<file path="config.mk">
export PLATFORM = sky130hd
export DESIGN_NAME = sdh_cmd_regs
export DESIGN_NICKNAME = d
export VERILOG_FILES = /design/src/rtl/sdh_pkg.sv /design/src/rtl/sdh_cmd_seq.sv /design/src/rtl/sdh_w1c_status.sv /design/src/rtl/sdh_rsp_store.sv /design/src/rtl/sdh_cmd_regs.sv
export SDC_FILE = /design/constraint.sdc
export NUM_CORES = 1
export LEC_CHECK = 0
export ABC_AREA = 1
export BUFFER_PORTS_ARGS = -buffer_cell sky130_fd_sc_hd__clkbuf_2
export CAP_MARGIN = 30
export CORE_MARGIN = 5
export CORE_UTILIZATION = 40
export DETAILED_ROUTE_END_ITERATION = 8
export PLACE_DENSITY = 0.63
export SETUP_SLACK_MARGIN = 0.5
export SYNTH_ARGS = -nofsm -noshare
export SYNTH_HDL_FRONTEND = slang
export SYNTH_SLANG_ARGS = --single-unit
</file>
<file path="constraint.sdc">
create_clock -name clk -period 10.06 [get_ports clk]
set_clock_uncertainty 0.1 [all_clocks]
set_input_delay 0 -clock clk [delete_from_list [all_inputs] [get_ports clk]]
set_output_delay 0 -clock clk [all_outputs]
set_load 0.01 [all_outputs]
</file>
<file path="src/rtl/sdh_pkg.sv">
package sdh_pkg;
  // command word bit positions (decoded by software)
  localparam int CMD_START = 15;
  localparam int CMD_FAIL  = 14;
  localparam int CMD_BUSYW = 11;
  localparam int CMD_NORSP = 10;
  localparam int CMD_LONG  = 9;
  localparam logic [13:0] CMD_KEEP_MASK = 14'h0EFF;

  // host status bit positions
  localparam int ST_W      = 11;
  localparam int ST_BUSY   = 10;
  localparam int ST_CTOUT  = 6;
  localparam int ST_CRC7   = 4;
  localparam int ST_CLR_LO = 3;
  localparam int ST_CLR_HI = 10;

  // word indices (byte address / 4)
  localparam int WI_CMD  = 0;
  localparam int WI_ARG  = 1;
  localparam int WI_TOUT = 2;
  localparam int WI_RSP0 = 4;
  localparam int WI_STS  = 8;

  typedef enum logic [1:0] {SQ_IDLE, SQ_SEND, SQ_RESP, SQ_BUSY} sq_state_e;
endpackage

</file>
<file path="src/rtl/sdh_cmd_seq.sv">
module sdh_cmd_seq
  import sdh_pkg::*;
#(
  parameter int TOUT_W = 32
) (
  input  logic              clk,
  input  logic              rst_n,
  input  logic              launch,
  input  logic              no_rsp,
  input  logic              busy_wait,
  input  logic [TOUT_W-1:0] tout_lim,
  input  logic              ser_ack,
  input  logic              rsp_valid,
  input  logic              rsp_crc_err,
  input  logic              sd_tick,
  input  logic              card_busy,
  output logic              ser_req,
  output logic              finish,
  output logic              set_fail,
  output logic              set_tout,
  output logic              set_crc7,
  output logic              set_busy,
  output logic              load_rsp
);
  sq_state_e         state_q, state_d;
  logic [TOUT_W-1:0] cnt_q, cnt_d;
  logic              expire;

  // timeout fires on the tick that brings the count to the limit
  assign expire  = sd_tick && (({1'b0, cnt_q} + (TOUT_W+1)'(1)) >= {1'b0, tout_lim});
  assign ser_req = (state_q == SQ_SEND);

  always_comb begin
    state_d  = state_q;
    cnt_d    = cnt_q;
    finish   = 1'b0;
    set_fail = 1'b0;
    set_tout = 1'b0;
    set_crc7 = 1'b0;
    set_busy = 1'b0;
    load_rsp = 1'b0;
    unique case (state_q)
      SQ_IDLE: if (launch) state_d = SQ_SEND;
      SQ_SEND: begin
        if (ser_ack) begin
          if (no_rsp) begin
            finish  = 1'b1;
            state_d = SQ_IDLE;
          end else begin
            cnt_d   = '0;
            state_d = SQ_RESP;
          end
        end
      end
      SQ_RESP: begin
        if (rsp_valid) begin
          load_rsp = 1'b1;
          if (rsp_crc_err) begin
            finish   = 1'b1;
            set_fail = 1'b1;
            set_crc7 = 1'b1;
            state_d  = SQ_IDLE;
          end else if (busy_wait) begin
            state_d = SQ_BUSY;
          end else begin
            finish  = 1'b1;
            state_d = SQ_IDLE;
          end
        end else if (expire) begin
          finish   = 1'b1;
          set_fail = 1'b1;
          set_tout = 1'b1;
          state_d  = SQ_IDLE;
        end else if (sd_tick) begin
          cnt_d = cnt_q + TOUT_W'(1);
        end
      end
      SQ_BUSY: begin
        if (!card_busy) begin
          finish   = 1'b1;
          set_busy = 1'b1;
          state_d  = SQ_IDLE;
        end
      end
      default: state_d = SQ_IDLE;
    endcase
  end

  always_ff @(posedge clk or negedge rst_n) begin
    if (!rst_n) begin
      state_q <= SQ_IDLE;
      cnt_q   <= '0;
    end else begin
      state_q <= state_d;
      cnt_q   <= cnt_d;
    end
  end
endmodule

</file>
<file path="src/rtl/sdh_w1c_status.sv">
module sdh_w1c_status #(
  parameter int W      = 11,
  parameter int CLR_LO = 3,
  parameter int CLR_HI = 10
) (
  input  logic         clk,
  input  logic         rst_n,
  input  logic [W-1:0] set_vec,
  input  logic         clr_en,
  input  logic [W-1:0] clr_bits,
  output logic [W-1:0] sts
);
  logic unused_clr;
  assign unused_clr = ^clr_bits;

  for (genvar b = 0; b < W; b++) begin : g_bit
    if (b >= CLR_LO && b <= CLR_HI) begin : g_w1c
      logic bit_q, bit_d;
      // a new event wins over a clear in the same cycle
      always_comb bit_d = set_vec[b] | (bit_q & ~(clr_en & clr_bits[b]));
      always_ff @(posedge clk or negedge rst_n) begin
        if (!rst_n) bit_q <= 1'b0;
        else        bit_q <= bit_d;
      end
      assign sts[b] = bit_q;
    end else begin : g_live
      assign sts[b] = set_vec[b];
    end
  end
endmodule

</file>
<file path="src/rtl/sdh_rsp_store.sv">
module sdh_rsp_store #(
  parameter int NWORDS = 4,
  parameter int WW     = 32
) (
  input  logic                 clk,
  input  logic                 rst_n,
  input  logic                 load,
  input  logic                 long_rsp,
  input  logic [NWORDS*WW-1:0] rsp_in,
  output logic [NWORDS*WW-1:0] words
);
  for (genvar w = 0; w < NWORDS; w++) begin : g_word
    logic          en;
    logic [WW-1:0] word_q;
    assign en = load && ((w == 0) || long_rsp);
    always_ff @(posedge clk or negedge rst_n) begin
      if (!rst_n)  word_q <= '0;
      else if (en) word_q <= rsp_in[w*WW +: WW];
    end
    assign words[w*WW +: WW] = word_q;
  end
endmodule

</file>
<file path="src/rtl/sdh_cmd_regs.sv">
module sdh_cmd_regs
  import sdh_pkg::*;
#(
  parameter int AW     = 8,
  parameter int TOUT_W = 32,
  parameter int NWORDS = 4
) (
  input  logic              clk,
  input  logic              rst_n,
  input  logic              reg_wen,
  input  logic [AW-1:0]     reg_addr,
  input  logic [31:0]       reg_wdata,
  output logic [31:0]       reg_rdata,
  output logic              ser_req,
  output logic [5:0]        ser_index,
  output logic [31:0]       ser_arg,
  output logic              ser_rsp_none,
  output logic              ser_rsp_long,
  input  logic              ser_ack,
  input  logic              rsp_valid,
  input  logic [NWORDS*32-1:0] rsp_data,
  input  logic              rsp_crc_err,
  input  logic              sd_tick,
  input  logic              card_busy
);
  localparam int IW = AW - 2;

  logic [1:0]          rst_sync_q;
  logic                rst_n_s;
  logic [IW-1:0]       widx;
  logic [1:0]          unused_lsb;
  logic                cmd_wr, launch, arg_en, tout_en, sts_clr;
  logic                cmd_new, cmd_new_d, cmd_fail, cmd_fail_d;
  logic [13:0]         cmd_bits, cmd_bits_d;
  logic [31:0]         arg_q;
  logic [TOUT_W-1:0]   tout_q;
  logic                finish, set_fail, set_tout, set_crc7, set_busy, load_rsp;
  logic [ST_W-1:0]     sts_set, sts_q;
  logic [NWORDS*32-1:0] rsp_words;

  // asynchronous assert, synchronous release
  always_ff @(posedge clk or negedge rst_n) begin
    if (!rst_n) rst_sync_q <= 2'b00;
    else        rst_sync_q <= {rst_sync_q[0], 1'b1};
  end
  assign rst_n_s = rst_sync_q[1];

  assign widx       = reg_addr[AW-1:2];
  assign unused_lsb = reg_addr[1:0];

  always_comb begin
    cmd_wr     = reg_wen && (widx == IW'(WI_CMD)) && !cmd_new;
    launch     = cmd_wr && reg_wdata[CMD_START];
    arg_en     = reg_wen && (widx == IW'(WI_ARG));
    tout_en    = reg_wen && (widx == IW'(WI_TOUT));
    sts_clr    = reg_wen && (widx == IW'(WI_STS));
    cmd_bits_d = cmd_wr ? (reg_wdata[13:0] & CMD_KEEP_MASK) : cmd_bits;
    cmd_new_d  = cmd_wr ? reg_wdata[CMD_START] : (cmd_new && !finish);
    cmd_fail_d = cmd_wr ? 1'b0 : (cmd_fail || set_fail);
  end

  always_ff @(posedge clk or negedge rst_n_s) begin
    if (!rst_n_s) begin
      cmd_bits <= '0;
      cmd_new  <= 1'b0;
      cmd_fail <= 1'b0;
      arg_q    <= '0;
      tout_q   <= '0;
    end else begin
      if (cmd_wr)  cmd_bits <= cmd_bits_d;
      cmd_new  <= cmd_new_d;
      cmd_fail <= cmd_fail_d;
      if (arg_en)  arg_q  <= reg_wdata;
      if (tout_en) tout_q <= reg_wdata[TOUT_W-1:0];
    end
  end

  sdh_cmd_seq #(.TOUT_W(TOUT_W)) i_seq (
    .clk(clk), .rst_n(rst_n_s), .launch(launch),
    .no_rsp(cmd_bits[CMD_NORSP]), .busy_wait(cmd_bits[CMD_BUSYW]),
    .tout_lim(tout_q), .ser_ack(ser_ack), .rsp_valid(rsp_valid),
    .rsp_crc_err(rsp_crc_err), .sd_tick(sd_tick), .card_busy(card_busy),
    .ser_req(ser_req), .finish(finish), .set_fail(set_fail),
    .set_tout(set_tout), .set_crc7(set_crc7), .set_busy(set_busy),
    .load_rsp(load_rsp)
  );

  always_comb begin
    sts_set           = '0;
    sts_set[ST_BUSY]  = set_busy;
    sts_set[ST_CTOUT] = set_tout;
    sts_set[ST_CRC7]  = set_crc7;
  end

  sdh_w1c_status #(.W(ST_W), .CLR_LO(ST_CLR_LO), .CLR_HI(ST_CLR_HI)) i_sts (
    .clk(clk), .rst_n(rst_n_s), .set_vec(sts_set), .clr_en(sts_clr),
    .clr_bits(reg_wdata[ST_W-1:0]), .sts(sts_q)
  );

  sdh_rsp_store #(.NWORDS(NWORDS), .WW(32)) i_rsp (
    .clk(clk), .rst_n(rst_n_s), .load(load_rsp), .long_rsp(cmd_bits[CMD_LONG]),
    .rsp_in(rsp_data), .words(rsp_words)
  );

  assign ser_index    = cmd_bits[5:0];
  assign ser_arg      = arg_q;
  assign ser_rsp_none = cmd_bits[CMD_NORSP];
  assign ser_rsp_long = cmd_bits[CMD_LONG];

  always_comb begin
    reg_rdata = '0;
    if (widx == IW'(WI_CMD))  reg_rdata = {16'h0, cmd_new, cmd_fail, cmd_bits};
    if (widx == IW'(WI_ARG))  reg_rdata = arg_q;
    if (widx == IW'(WI_TOUT)) reg_rdata = 32'(tout_q);
    if (widx == IW'(WI_STS))  reg_rdata = 32'(sts_q);
    for (int w = 0; w < NWORDS; w++)
      if (widx == IW'(WI_RSP0 + w)) reg_rdata = rsp_words[w*32 +: 32];
  end
endmodule

</file>
==> impl_metrics.py <==
metrics = {
    "global_route": {
        "grt_overflow": 0,
        "antenna_found_initial": 4,
        "grtUsageTotal_pct": 22.44,
        "grt_max_degree": 73,
        "grt_pass1_wl_mm": 64.35,
        "grt_pass1_vias": 11780,
    },
    "worst_setup_path": {
        "crit_required_ps": 10380,
        "crit_arrival_ps": 4620,
        "crit_slowest_cell": "nor3b_1",
        "critical_path_class": "flip-flop to flip-flop",
        "path_cells": "ha_1, nand3_1, nor3b_1, nand4_1, xor2_1, inv_1, ha_1, nand2_1, nor2_1, nand2_1, nor4_1, nand2_1, nand3_2, nand2_2, nand2_4, inv_2, nand2_1, nand2_1",
        "endpoint_kind": "flip-flop",
        "crit_fanout": 34,
        "cp-start-kind": "flip-flop",
        "crit_top_cell": "nand2_1",
        "cp_slowest_stage_delay_ps": 590,
    },
    "finish": {
        "layout-drive-gt1-share_pct": 21.43,
        "final_cell_mix": "nand2_1, dfrtp_1, clkbuf_2, dlygate4sd3_1, inv_1",
        "mostFrequentLayoutCell": "nand2_1",
        "area_delta_synth_final_pct": 34.16,
        "nets": 2038,
        "finish.instance_area_um2": 16810,
    },
    "clock_tree": {
        "cts_tree": "yes",
        "clk_path_buf_depth": 3,
        "cts_sinks": 249,
        "clk_pin_slew_ps": 60,
        "cts_buffers": 28,
        "clock_latency_ps": 540,
        "htreeDepth": 1,
        "post_cts_resized": 0,
        "clock-root-buffer": "clkbuf_16",
    },
    "place": {
        "gp_congestion": 0.9197,
        "dp_hpwl_mm": 27.55,
        "placed_cell_area_um2": 14130,
        "io_buffers": 246,
    },
    "drt": {
        "vias": 11440,
        "ant_nets": 0,
        "drt_iter0_markers": 759,
        "wirelength_mm": 40.07,
        "routedWlPerCell_um": 17.82,
        "dr.pass1.iters": 5,
        "route.detailed.drc": 0,
        "vias_per_cell": 5.090,
    },
    "power": {
        "cellLeakagePower_nw": 8.794,
        "ir_drop_uv": 150.6,
        "power.density_nw_per_um2": 184.7,
        "power_mw": 3.106,
    },
    "timing": {
        "final-hold-violation-count": 0,
        "post-route-period-util_pct": 42.68,
        "finalSetupTns_ps": 0,
        "rsz0062_at_grt": "false",
        "setup-violations-final": 0,
        "maxSlewHeadroom_pct": 39.26,
        "slew_viol_final": 0,
        "min_period_ps": 4294,
        "maxClockFrequency_ghz": 0.2329,
        "tightest_slew_ps": 911.1,
    },
    "yosys": {
        "synth_seq_area_share_pct": 49.72,
        "synth_edf_count": 0,
        "async_reset_ff_share_pct": 100.0,
        "synth.cell_area_um2": 12530,
        "synth_fp_nets": 1638,
        "ys_warn_count": 0,
        "synth-seq-cells": 249,
        "synth_cell_types": 43,
        "netlist_instances": 1429,
        "syn_area_per_cell_um2": 8.770,
        "ys.flop_type": "dfrtp_1",
    },
    "die": {
        "core_area_um2": 30750,
        "fp.dieW_um": 187,
        "std_cell_rows": 64,
        "die_y_um": 187,
        "start_util_pct": 40.76,
        "die-area_um2": 34970,
        "io_pins": 249,
    },
    "status": {
        "status": "finished clean",
    },
    "flow_run": {
        "maxCapViolCount": 0,
    },
    "min_path": {
        "hold_class": "primary input to flip-flop",
    },
}
## power breakdown
group,switching [mW],internal [mW]
Combinational,0.311,0.299
Sequential,0.171,1.28
Clock,0.425,0.621
Total,0.907,2.20
## cell families (layout without fill, tap and decap cells)
logic type | after synthesis | in the layout | synth area share [%]
compound gates | 195 | 195 | 8.626
fa+ha+maj | 33 | 33 | 3.295
xor+xnor | 29 | 29 | 2.027
buf+inv | 191 | 610 | 6.530
mux | 96 | 96 | 8.626
simple gates | 635 | 635 | 21.15
flops | 249 | 249 | 49.72
other cells | 1 | 5 | 0.02992
## through the flow
stage | worst slack (ps) | hold slack [ps] | util [%] | std cells
6_report | 5766 | 90.25 | 54.68 | 2248
5_1_grt | 5455 | 108.1 | 54.68 | 2248
4_1_cts | 5732 | 72.76 | 54.64 | 2244
3_5_place_dp | 5757 | -309.7 | 45.95 | 2022
3_3_place_gp | 5786 | -313.2 | 45.64 | 2018
2_1_floorplan | 2507 | -395.6 | - | 1429
## cells in the mapped netlist, types with 2 or more instances
| master | number | area share [%] |
|---|---|---|
| nand2_1 | 441 | 13 |
| dfrtp_1 | 249 | 50 |
| inv_1 | 113 | 3.4 |
| o21ai_0 | 92 | 3.7 |
| nand3_1 | 78 | 3.1 |
| nor2_1 | 67 | 2.0 |
| a21oi_1 | 56 | 2.2 |
| mux2_2 | 56 | 5.0 |
| mux2_1 | 40 | 3.6 |
| clkbuf_1 | 37 | 1.1 |
| ha_1 | 33 | 3.3 |
| xor2_1 | 21 | 1.5 |
| nand4_1 | 19 | 0.95 |
| a22oi_1 | 12 | 0.72 |
| inv_2 | 11 | 0.33 |
| o21ai_1 | 10 | 0.40 |
| buf_4 | 9 | 0.54 |
| buf_6 | 8 | 0.72 |
| xnor2_1 | 8 | 0.56 |
| o2111ai_1 | 7 | 0.49 |
| buf_2 | 6 | 0.24 |
| nor3_1 | 6 | 0.24 |
| nor4_1 | 6 | 0.30 |
| buf_1 | 5 | 0.15 |
| o21a_1 | 5 | 0.30 |
| nand2_2 | 4 | 0.20 |
| a221oi_1 | 3 | 0.21 |
| nand3_2 | 3 | 0.24 |
| nor2_2 | 3 | 0.15 |
| a21boi_1 | 2 | 0.12 |
| a21o_1 | 2 | 0.12 |
| a31oi_1 | 2 | 0.10 |
| clkinv_1 | 2 | 0.060 |
| nor2_4 | 2 | 0.18 |
| nor4_2 | 2 | 0.20 |
| o22ai_1 | 2 | 0.10 |
## layer usage
metal	global-route usage, %	share of wire [%]	vias up
li1	-	-	5469
met1	29.97	43	5532
met2	36.73	47	370
met3	5.058	7.0	71
met4	6.741	2.8	0
met5	0	0	-
## flip-flops by register name (all words and copies together) (netlist names)
name and count:
cmd_bits 11, cmd_fail 1, cmd_new 1, i_rsp.g_word.word_q 128, i_seq.cnt_q 32, i_seq.state_q 2, i_sts.g_bit.g_w1c.bit_q 8, rst_sync_q 2
ser_arg 32, tout_q 32
## worst paths after layout
| kind | startpoint | endpoint | slack, ps | cells past startpoint |
|---|---|---|---|---|
| max in group asynchronous | rst_sync_q[1]$_DFF_PN0_ | i_seq.cnt_q[15]$_DFFE_PN0P_ | 8060 | 1 |
| max | i_seq.cnt_q[0]$_DFFE_PN0P_ | i_seq.cnt_q[7]$_DFFE_PN0P_ | 5770 | 18 |
| min in group asynchronous | rst_n | rst_sync_q[1]$_DFF_PN0_ | 220 | 3 |
| min | rsp_data[25] | i_rsp.g_word[0].word_q[25]$_DFFE_PN0P_ | 90 | 4 |
| min reg2reg | rst_sync_q[0]$_DFF_PN0_ | rst_sync_q[1]$_DFF_PN0_ | 250 | 0 |
| max reg2reg | i_seq.cnt_q[0]$_DFFE_PN0P_ | i_seq.cnt_q[7]$_DFFE_PN0P_ | 5770 | 18 |
## cell type report
| cell class | instances | area, um2 |
|---|---|---|
| diodes | 4 | 10.01 |
| clock buffers | 39 | 823.3 |
| clock inverters | 10 | 117.6 |
| fillers | 2778 | 13940 |
| inverters | 126 | 473.0 |
| multi-input cells | 989 | 5510 |
| flip-flops and latches | 249 | 6235 |
| well taps | 396 | 495.5 |
| repair buffers | 435 | 3148 |
## critical path, delay by kind of cell, from the launching register on
| kind | cells | cell delay [ps] |
|---|---|---|
| xor+xnor | 1 | 170 |
| fa+ha+maj | 2 | 510 |
| buf+inv | 2 | 420 |
| flops | 1 | 460 |
| simple gates | 13 | 2520 |
## what timing repair did
item,CTS,global route
hold buffers,173,0
buffers inserted,0,0
endpoints found under the hold margin,217,0
Note: power is estimated with default switching activity, not from simulation.
